$ cat src/rtl/sip_pkg.sv
package sip_pkg;
    typedef enum logic [1:0] {
        HS_EMPTY   = 2'd0,
        HS_LOADING = 2'd1,
        HS_HELD    = 2'd2,
        HS_READING = 2'd3
    } hs_state_t;
endpackage

$ cat src/rtl/sip_sync.sv
module sip_sync #(
    parameter int   STAGES  = 2,
    parameter logic RST_VAL = 1'b1
) (
    input  logic clk,
    input  logic rst_n,
    input  logic async_i,
    output logic sync_o
);
    generate
        if (STAGES <= 1) begin : g_single
            logic q;
            always_ff @(posedge clk or negedge rst_n) begin
                if (!rst_n) q <= RST_VAL;
                else        q <= async_i;
            end
            assign sync_o = q;
        end else begin : g_chain
            logic [STAGES-1:0] q;
            always_ff @(posedge clk or negedge rst_n) begin
                if (!rst_n) q <= {STAGES{RST_VAL}};
                else        q <= {q[STAGES-2:0], async_i};
            end
            assign sync_o = q[STAGES-1];
        end
    endgenerate
endmodule

$ cat src/rtl/sip_edge.sv
module sip_edge (
    input  logic clk,
    input  logic rst_n,
    input  logic stb_sync_n,
    input  logic rd_n,
    output logic stb_fall,
    output logic stb_rise,
    output logic rd_fall,
    output logic rd_rise
);
    logic stb_prev_n;
    logic rd_prev_n;

    always_ff @(posedge clk or negedge rst_n) begin
        if (!rst_n) begin
            stb_prev_n <= 1'b1;
            rd_prev_n  <= 1'b1;
        end else begin
            stb_prev_n <= stb_sync_n;
            rd_prev_n  <= rd_n;
        end
    end

    assign stb_fall = stb_prev_n & ~stb_sync_n;
    assign stb_rise = ~stb_prev_n & stb_sync_n;
    assign rd_fall  = rd_prev_n & ~rd_n;
    assign rd_rise  = ~rd_prev_n & rd_n;
endmodule

$ cat src/rtl/sip_latch.sv
module sip_latch #(
    parameter int DATA_W = 8
) (
    input  logic              clk,
    input  logic              rst_n,
    input  logic              load_en,
    input  logic [DATA_W-1:0] din,
    input  logic              rd_n,
    output logic [DATA_W-1:0] dout
);
    logic [DATA_W-1:0] held_q;

    always_ff @(posedge clk or negedge rst_n) begin
        if (!rst_n)       held_q <= '0;
        else if (load_en) held_q <= din;
    end

    assign dout = rd_n ? '0 : held_q;
endmodule

$ cat src/rtl/sip_hs_fsm.sv
module sip_hs_fsm
    import sip_pkg::*;
(
    input  logic clk,
    input  logic rst_n,
    input  logic stb_fall,
    input  logic stb_rise,
    input  logic rd_fall,
    input  logic rd_rise,
    input  logic irq_en_i,
    output logic buf_full_o,
    output logic irq_o,
    output logic overrun_o
);
    hs_state_t state_q, state_d;
    logic      full_q, irq_q, ovr_q;
    logic      ovr_evt;
    logic      irq_d;

    always_comb begin
        state_d = state_q;
        unique case (state_q)
            HS_EMPTY: begin
                if (stb_fall) state_d = HS_LOADING;
            end
            HS_LOADING: begin
                if (stb_rise) state_d = HS_HELD;
            end
            HS_HELD: begin
                if (stb_fall)     state_d = HS_LOADING;
                else if (rd_fall) state_d = HS_READING;
                else if (rd_rise) state_d = HS_EMPTY;
            end
            HS_READING: begin
                if (stb_fall)     state_d = HS_LOADING;
                else if (rd_rise) state_d = HS_EMPTY;
            end
            default: state_d = HS_EMPTY;
        endcase
    end

    assign ovr_evt = stb_fall && ((state_q == HS_HELD) || (state_q == HS_READING));

    always_comb begin
        if ((state_q == HS_LOADING) && stb_rise && irq_en_i)
            irq_d = 1'b1;
        else if ((state_d == HS_HELD) && !rd_fall)
            irq_d = irq_q;
        else
            irq_d = 1'b0;
    end

    always_ff @(posedge clk or negedge rst_n) begin
        if (!rst_n) state_q <= HS_EMPTY;
        else        state_q <= state_d;
    end

    always_ff @(posedge clk or negedge rst_n) begin
        if (!rst_n) begin
            full_q <= 1'b0;
            irq_q  <= 1'b0;
            ovr_q  <= 1'b0;
        end else begin
            full_q <= (state_d != HS_EMPTY);
            irq_q  <= irq_d;
            ovr_q  <= ovr_q | ovr_evt;
        end
    end

    assign buf_full_o = full_q;
    assign irq_o      = irq_q;
    assign overrun_o  = ovr_q;


    full_set_chk: assert property (@(posedge clk) disable iff (!rst_n)
        $rose(buf_full_o) |-> $past(stb_fall));

    full_clear_chk: assert property (@(posedge clk) disable iff (!rst_n)
        $fell(buf_full_o) |-> $past(rd_rise));

    irq_needs_full_chk: assert property (@(posedge clk) disable iff (!rst_n)
        irq_o |-> buf_full_o);

    irq_gate_chk: assert property (@(posedge clk) disable iff (!rst_n)
        $rose(irq_o) |-> ($past(irq_en_i) && $past(stb_rise)));

    irq_clear_chk: assert property (@(posedge clk) disable iff (!rst_n)
        $fell(irq_o) |-> ($past(rd_fall) || $past(rd_rise) || $past(stb_fall)));

    overrun_set_chk: assert property (@(posedge clk) disable iff (!rst_n)
        $rose(overrun_o) |-> ($past(buf_full_o) && $past(stb_fall)));

    overrun_sticky_chk: assert property (@(posedge clk) disable iff (!rst_n)
        overrun_o |=> overrun_o);
endmodule

$ cat src/rtl/strobed_input_port.sv
module strobed_input_port #(
    parameter int DATA_W      = 8,
    parameter int SYNC_STAGES = 2
) (
    input  logic              clk,
    input  logic              rst_n,
    input  logic [DATA_W-1:0] per_data_i,
    input  logic              per_stb_n_i,
    output logic              buf_full_o,
    input  logic              cpu_rd_n_i,
    output logic [DATA_W-1:0] cpu_data_o,
    output logic              irq_o,
    input  logic              irq_en_i,
    output logic              overrun_o
);
    logic stb_sync_n;
    logic stb_fall, stb_rise, rd_fall, rd_rise;

    sip_sync #(.STAGES(SYNC_STAGES), .RST_VAL(1'b1)) u_stb_sync (
        .clk     (clk),
        .rst_n   (rst_n),
        .async_i (per_stb_n_i),
        .sync_o  (stb_sync_n)
    );

    sip_edge u_edge (
        .clk        (clk),
        .rst_n      (rst_n),
        .stb_sync_n (stb_sync_n),
        .rd_n       (cpu_rd_n_i),
        .stb_fall   (stb_fall),
        .stb_rise   (stb_rise),
        .rd_fall    (rd_fall),
        .rd_rise    (rd_rise)
    );

    sip_latch #(.DATA_W(DATA_W)) u_latch (
        .clk     (clk),
        .rst_n   (rst_n),
        .load_en (~stb_sync_n),
        .din     (per_data_i),
        .rd_n    (cpu_rd_n_i),
        .dout    (cpu_data_o)
    );

    sip_hs_fsm u_fsm (
        .clk        (clk),
        .rst_n      (rst_n),
        .stb_fall   (stb_fall),
        .stb_rise   (stb_rise),
        .rd_fall    (rd_fall),
        .rd_rise    (rd_rise),
        .irq_en_i   (irq_en_i),
        .buf_full_o (buf_full_o),
        .irq_o      (irq_o),
        .overrun_o  (overrun_o)
    );
endmodule

$ cat config.mk
export PLATFORM = sky130hd
export DESIGN_NAME = strobed_input_port
export DESIGN_NICKNAME = d
export VERILOG_FILES = /design/src/rtl/sip_pkg.sv /design/src/rtl/sip_sync.sv /design/src/rtl/sip_edge.sv /design/src/rtl/sip_latch.sv /design/src/rtl/sip_hs_fsm.sv /design/src/rtl/strobed_input_port.sv
export SDC_FILE = /design/constraint.sdc
export NUM_CORES = 1
export LEC_CHECK = 0
export CORE_ASPECT_RATIO = 0.9
export CORE_MARGIN = 4
export CORE_UTILIZATION = 43
export DETAILED_ROUTE_END_ITERATION = 8
export PLACE_DENSITY = 0.76
export SYNTH_ARGS = -nofsm -noshare
export SYNTH_HDL_FRONTEND = slang
export SYNTH_SLANG_ARGS = --single-unit
$ cat constraint.sdc
create_clock -name clk -period 1.55 [get_ports clk]
set_input_delay 0.2325 -clock clk [delete_from_list [all_inputs] [get_ports clk]]
set_output_delay 0.2325 -clock clk [all_outputs]
set_load 0.02 [all_outputs]
# Word-level counts from Yosys, hierarchy flattened
# Index checks and enable logic that the tools add are counted.
# totals
wordCells,40
n_memories,0
reg_bits,17
inputBits,13
latch_bits,0
rom_bits,0
output_inout_bits,11
ram_bits,0
# op_classes
bitwise_logic,9
n_eq_ne,5
mul,0
n_mux,10
reduce_logical,8
magnitude_cmp,0
div,0
addsub,0
shift,0
# op_table
cell,count
$mux W2,6
$mux W8,1
$pmux W2 S4,1
$eq A2 B2 Y1 const B,3
$and A1 B1 Y1,4
$logic_and A1 B1 Y1,4
$not A1 Y1,4
$eq A2 B1 Y1 const B,1
$logic_not A2 Y1,1
$mux W1,2
$ne A2 B1 Y1 const B,1
$reduce_bool A2 Y1,1
$logic_not A1 Y1,1
$logic_or A1 B1 Y1,1
$or A1 B1 Y1,1

# Depth between registers and ports, before layout
# logic_depth
ltp_word,10
ltp_mapped,5
depth_no_buf,4

# Hierarchy
# A second synthesis with hierarchy kept.
# hier_totals
hier_cells,56
hier_area_um2,754.5
# modules_own_cells
module,seq_area_each_um2,cells_per_inst,instances,area_each_um2
sip_latch,200.2,25,1,381.6
sip_hs_fsm,125.1,22,1,229.0
sip_edge,52.6,6,1,87.6
sip_sync,52.6,2,1,52.6
strobed_input_port,0.0,1,1,3.8

# Worst setup path before layout
# No wires, ideal clock.
# synth_timing
path_type,reg2reg
startpoint,reg u_stb_sync.g_chain.q[1]
endpoint,reg u_fsm.full_q (netlist: u_fsm.buf_full_o)
arrival_ns,1.182
stages_incl_launch_ff,6
setup_time_ns,0.127
slack_ns,0.241
t_required_ns,1.423
period_less_slack_ns,1.309
n_path_buf,1
cell_sequence,dfstp_2 -> buf_6 -> inv_6 -> o311ai_4 -> nand3_1 -> nand2b_1
# synth_between
elab_chain_cells,5
elab_cells_between_ends,9
classes_between,5 x mux; 3 x bitwise; 1 x reduce/logical
# synth_lines
element,line_no,rtl
start: declaration,sip_sync.sv:19,logic [STAGES-1:0] q;
start signal: assignment,sip_sync.sv:21,if (!rst_n) q <= {STAGES{RST_VAL}};
start signal: assignment,sip_sync.sv:22,"else q <= {q[STAGES-2:0], async_i};"
$not A1 Y1,sip_edge.sv:24,assign stb_fall = stb_prev_n & ~stb_sync_n;
$and A1 B1 Y1,sip_edge.sv:24,
$mux W2 (on tied branches),"sip_hs_fsm.sv:35, sip_hs_fsm.sv:24, sip_hs_fsm.sv:30",
$pmux W2 S4 (*),sip_hs_fsm.sv:22,unique case (state_q)
via u_fsm.state_d[0],sip_hs_fsm.sv:15,"hs_state_t state_q, state_d;"
$reduce_bool A2 Y1 (*),sip_hs_fsm.sv:64,full_q <= (state_d != HS_EMPTY);
end signal: assignment,sip_hs_fsm.sv:64,
end: declaration,sip_hs_fsm.sv:16,"logic full_q, irq_q, ovr_q;"
# Mark *: on every way through the listed nets, which the timed path passes. The rest lies on a longest branch.
# A chain may end at the register's enable or synchronous reset.

# Worst setup path after layout
# layout_timing
startpoint,in cpu_rd_n_i
endpoint,out cpu_data_o[4]
# layout_between
elab_chain_cells,1
# layout_lines
element,line_no,rtl
start: declaration,strobed_input_port.sv:10,"input logic cpu_rd_n_i,"
$mux W8,sip_latch.sv:18,assign dout = rd_n ? '0 : held_q;
end: declaration,strobed_input_port.sv:11,"output logic [DATA_W-1:0] cpu_data_o,"
# Every way passes these cells.

==> run metrics <==
Final setup viols=0; Fin. Hold Viols=0; Post-synth EDFFs=0; Die Height=approximately 47 microns; GRT Total Usage=0.1351; worst setup path category=primary input to output port; initial drt markers=1; Synth area leaders=dfrtp_1, dfstp_2, mux2_2, nor2b_1, o311ai_4; via count=483; Final Max Slew Viols=0; post-route cell area=0.001006 sq mm; leakage=approximately 0.44 nW; Worst Path Required=1.32 ns; top-area cell type share of the netlist area=0.4586; DP Cell Count=98; Synth Instances=slightly above 50; proportion of synthesized area in mux cells=0.1270; CTS tree=yes; sequential fraction of the synthesis area=0.6067; drt first pass iters=3; CTS Buffer Depth=2; Hold Path Class=primary input to async pin; Setup Buffers After CTS=0; Mapped Nets=64; layout cells sized above 1=0.2875; row count=13; first-pass GRT wire length=~2300 microns; Peak VDD IR=643.4 uV; pwr/cell area=976.8 mW/mm^2; vias in the first global route=524; Post-Synth Simple-Gate Area=0.1446; compound-cell area share of the yosys netlist=0.07760; Netlist Area Pre-Place=roughly 700 sq um; input/output buffers=23; outcome=completed; largest area contributor in the netlist=dfrtp_1; via/cell ratio=about 4.7; gr ovfl total=0; I/O pin cnt=24; Placed Area=982.2 sq um; # clock sinks=17; Slew @ Worst Pin=0.2840 ns; largest net degree at the start of global routing=18; post-synthesis adder-cell area fraction=0; WL/cell=12.88 microns; CTS root buf=clkbuf_4; Max Cap Viol=0; slew margin rel.=0.8102; antenna cell count=0; Crit Path Max Fanout=9; # DRC=0; die area=0.002365 sq mm; Yosys Warn Count=0; Syn Area/Cell=13.91 sq um; crit start category=primary input; xor/xnor share of the synthesized area=0; RSZ-0062 raised after global routing=false; Post-synth ARST share=1.000; Max H-tree Level=1; Post-Route WL=1314 microns; Reg clk slew, reported paths=0.10 ns; top_reg_cell synth=dfrtp_1; Clock Skew=0.008566 ns; nets=94; initial antenna violation count=0; final antenna-violating net count=0; Die Wd=50.82 microns; number of CTS-inserted buffers=3; post-layout min period=roughly 1.5 ns; Cell Count, Final, Fillers Out=102; Initial Util=0.4741; Worst Path Arrival=between 1 and 1.5 ns; Yosys cell types=18; fin crit share=0.9622; GP Congestion=0.7479; CTS Hold Bufs=0; core footprint=about 0.0015 sq mm; FMAX=670.5 MHz; Layout Area Growth over Synthesis=41.80%; Yosys reg bits=17; Worst Setup End Kind=output port; largest family of logic cells by synthesized area=simple AND/OR/NAND/NOR gates; clock latency on the worst-skew pair=0.29 ns
-- logic make-up after synthesis --
logic type             count (synthesis)
and+or+nand+nor                       16
AOI/OAI and AO/OA                      5
DFF                                   17
buffers and inverters                  5
muxes                                  8
-- worst max-delay path, stage by stage --
cell and delay, ns:
clkdlybuf4s50_1 0.40, buf_4 0.17, nor2b_1 0.11, dlygate4sd2_1 0.34
-- cell usage after synthesis, types with 2 or more instances --
cell and number:
mux2_2 8, nand3b_1 2, nor2b_1 8, dfrtp_1 13, inv_1 2, nand2_1 3
dfstp_2 4
-- through the flow --
stage	hold slack [ns]	setup TNS (ns)	worst slack, ns	power (mW)	util
after global routing	0.2637	0	0.003984	1.047	0.6722
after CTS	0.2618	0	0.03843	0.9965	0.6672
after global placement	0.3460	-1.784	-0.2327	0.7667	0.6564
after floorplan	-0.06309	0	0.2408	0.6574	-
final	0.2586	0	0.05857	0.9826	0.6722
after detailed placement	0.3583	-1.896	-0.2342	0.7749	0.6564
-- cell usage in the layout (no fill, tap or decap) --
cell / netlist / routed
a21oi_1: 1 / 1
a31o_2: 1 / 1
a31oi_1: 1 / 1
buf_4: 0 / 4
clkbuf_1: 1 / 1
clkbuf_4: 0 / 3
clkdlybuf4s15_1: 0 / 4
clkdlybuf4s50_1: 0 / 14
dfrtp_1: 13 / 13
dfstp_2: 4 / 4
dlygate4sd2_1: 0 / 4
dlymetal6s2s_1: 0 / 1
inv_1: 2 / 2
inv_6: 1 / 1
mux2_2: 8 / 8
nand2_1: 3 / 3
nand2b_1: 1 / 1
nand3_1: 1 / 1
nand3b_1: 2 / 2
nor2b_1: 8 / 8
nor4b_2: 1 / 1
o2111ai_1: 1 / 1
o311ai_4: 1 / 1
-- path summary, 6_finish.rpt --
check / endpoint / depth (start not counted) / slack, ns / from
max reg2reg: u_fsm.buf_full_o / 4 / 0.26 / u_stb_sync.g_chain.q[1]
min reg2reg: u_stb_sync.g_chain.q[1] / 0 / 0.36 / u_stb_sync.g_chain.q[0]
max in group asynchronous: u_stb_sync.g_chain.q[0] / 2 / 1.03 / rst_n
min in group clk: u_stb_sync.g_chain.q[0] / 1 / 0.35 / per_stb_n_i
min: u_fsm.irq_o / 2 / 0.26 / rst_n
max: cpu_data_o[4] / 4 / 0.06 / cpu_rd_n_i
-- area by class of cell --
class / count / area [sq um]
Clock buffer: 4 / 26.28
Fill cell: 127 / 490.5
Inverter: 3 / 16.27
Multi-Input combinational cell: 29 / 247.7
Sequential cell: 17 / 430.4
Tap cell: 22 / 27.53
Timing Repair Buffer: 27 / 257.7
-- state kept, by name, indices dropped and copies added (netlist names) --
signal and cells:
u_edge.rd_prev_n 1, u_fsm.irq_o 1, u_stb_sync.g_chain.q 2, u_edge.stb_prev_n 1, u_latch.held_q 8, u_fsm.state_q 2
u_fsm.buf_full_o 1, u_fsm.overrun_o 1
-- per-layer routing --
layer,vias up,GRT usage,part of all wire,routed length [microns]
li1,231,-,-,-
met2,16,0.2396,0.51,669
met4,0,0.06452,0,0
met1,236,0.1501,0.43,565
met3,0,0.04207,0.060,79
met5,-,0,0,0
-- timing repair --
action | in CTS | in global routing
pin swaps | 0 | 0
endpoints found under the setup margin | 8 | 5
cloned | 0 | 0
resized for setup | 8 | 5
-- power by group --
| group | switching [mW] | total (mW) | leakage (nW) | internal [mW] |
|---|---|---|---|---|
| combinational | 0.0971 | 0.221 | 0.235 | 0.124 |
| clock | 0.131 | 0.230 | 0.0150 | 0.0999 |
| sequential | 0.0350 | 0.531 | 0.193 | 0.496 |
Power figures use the tool's default switching activity.
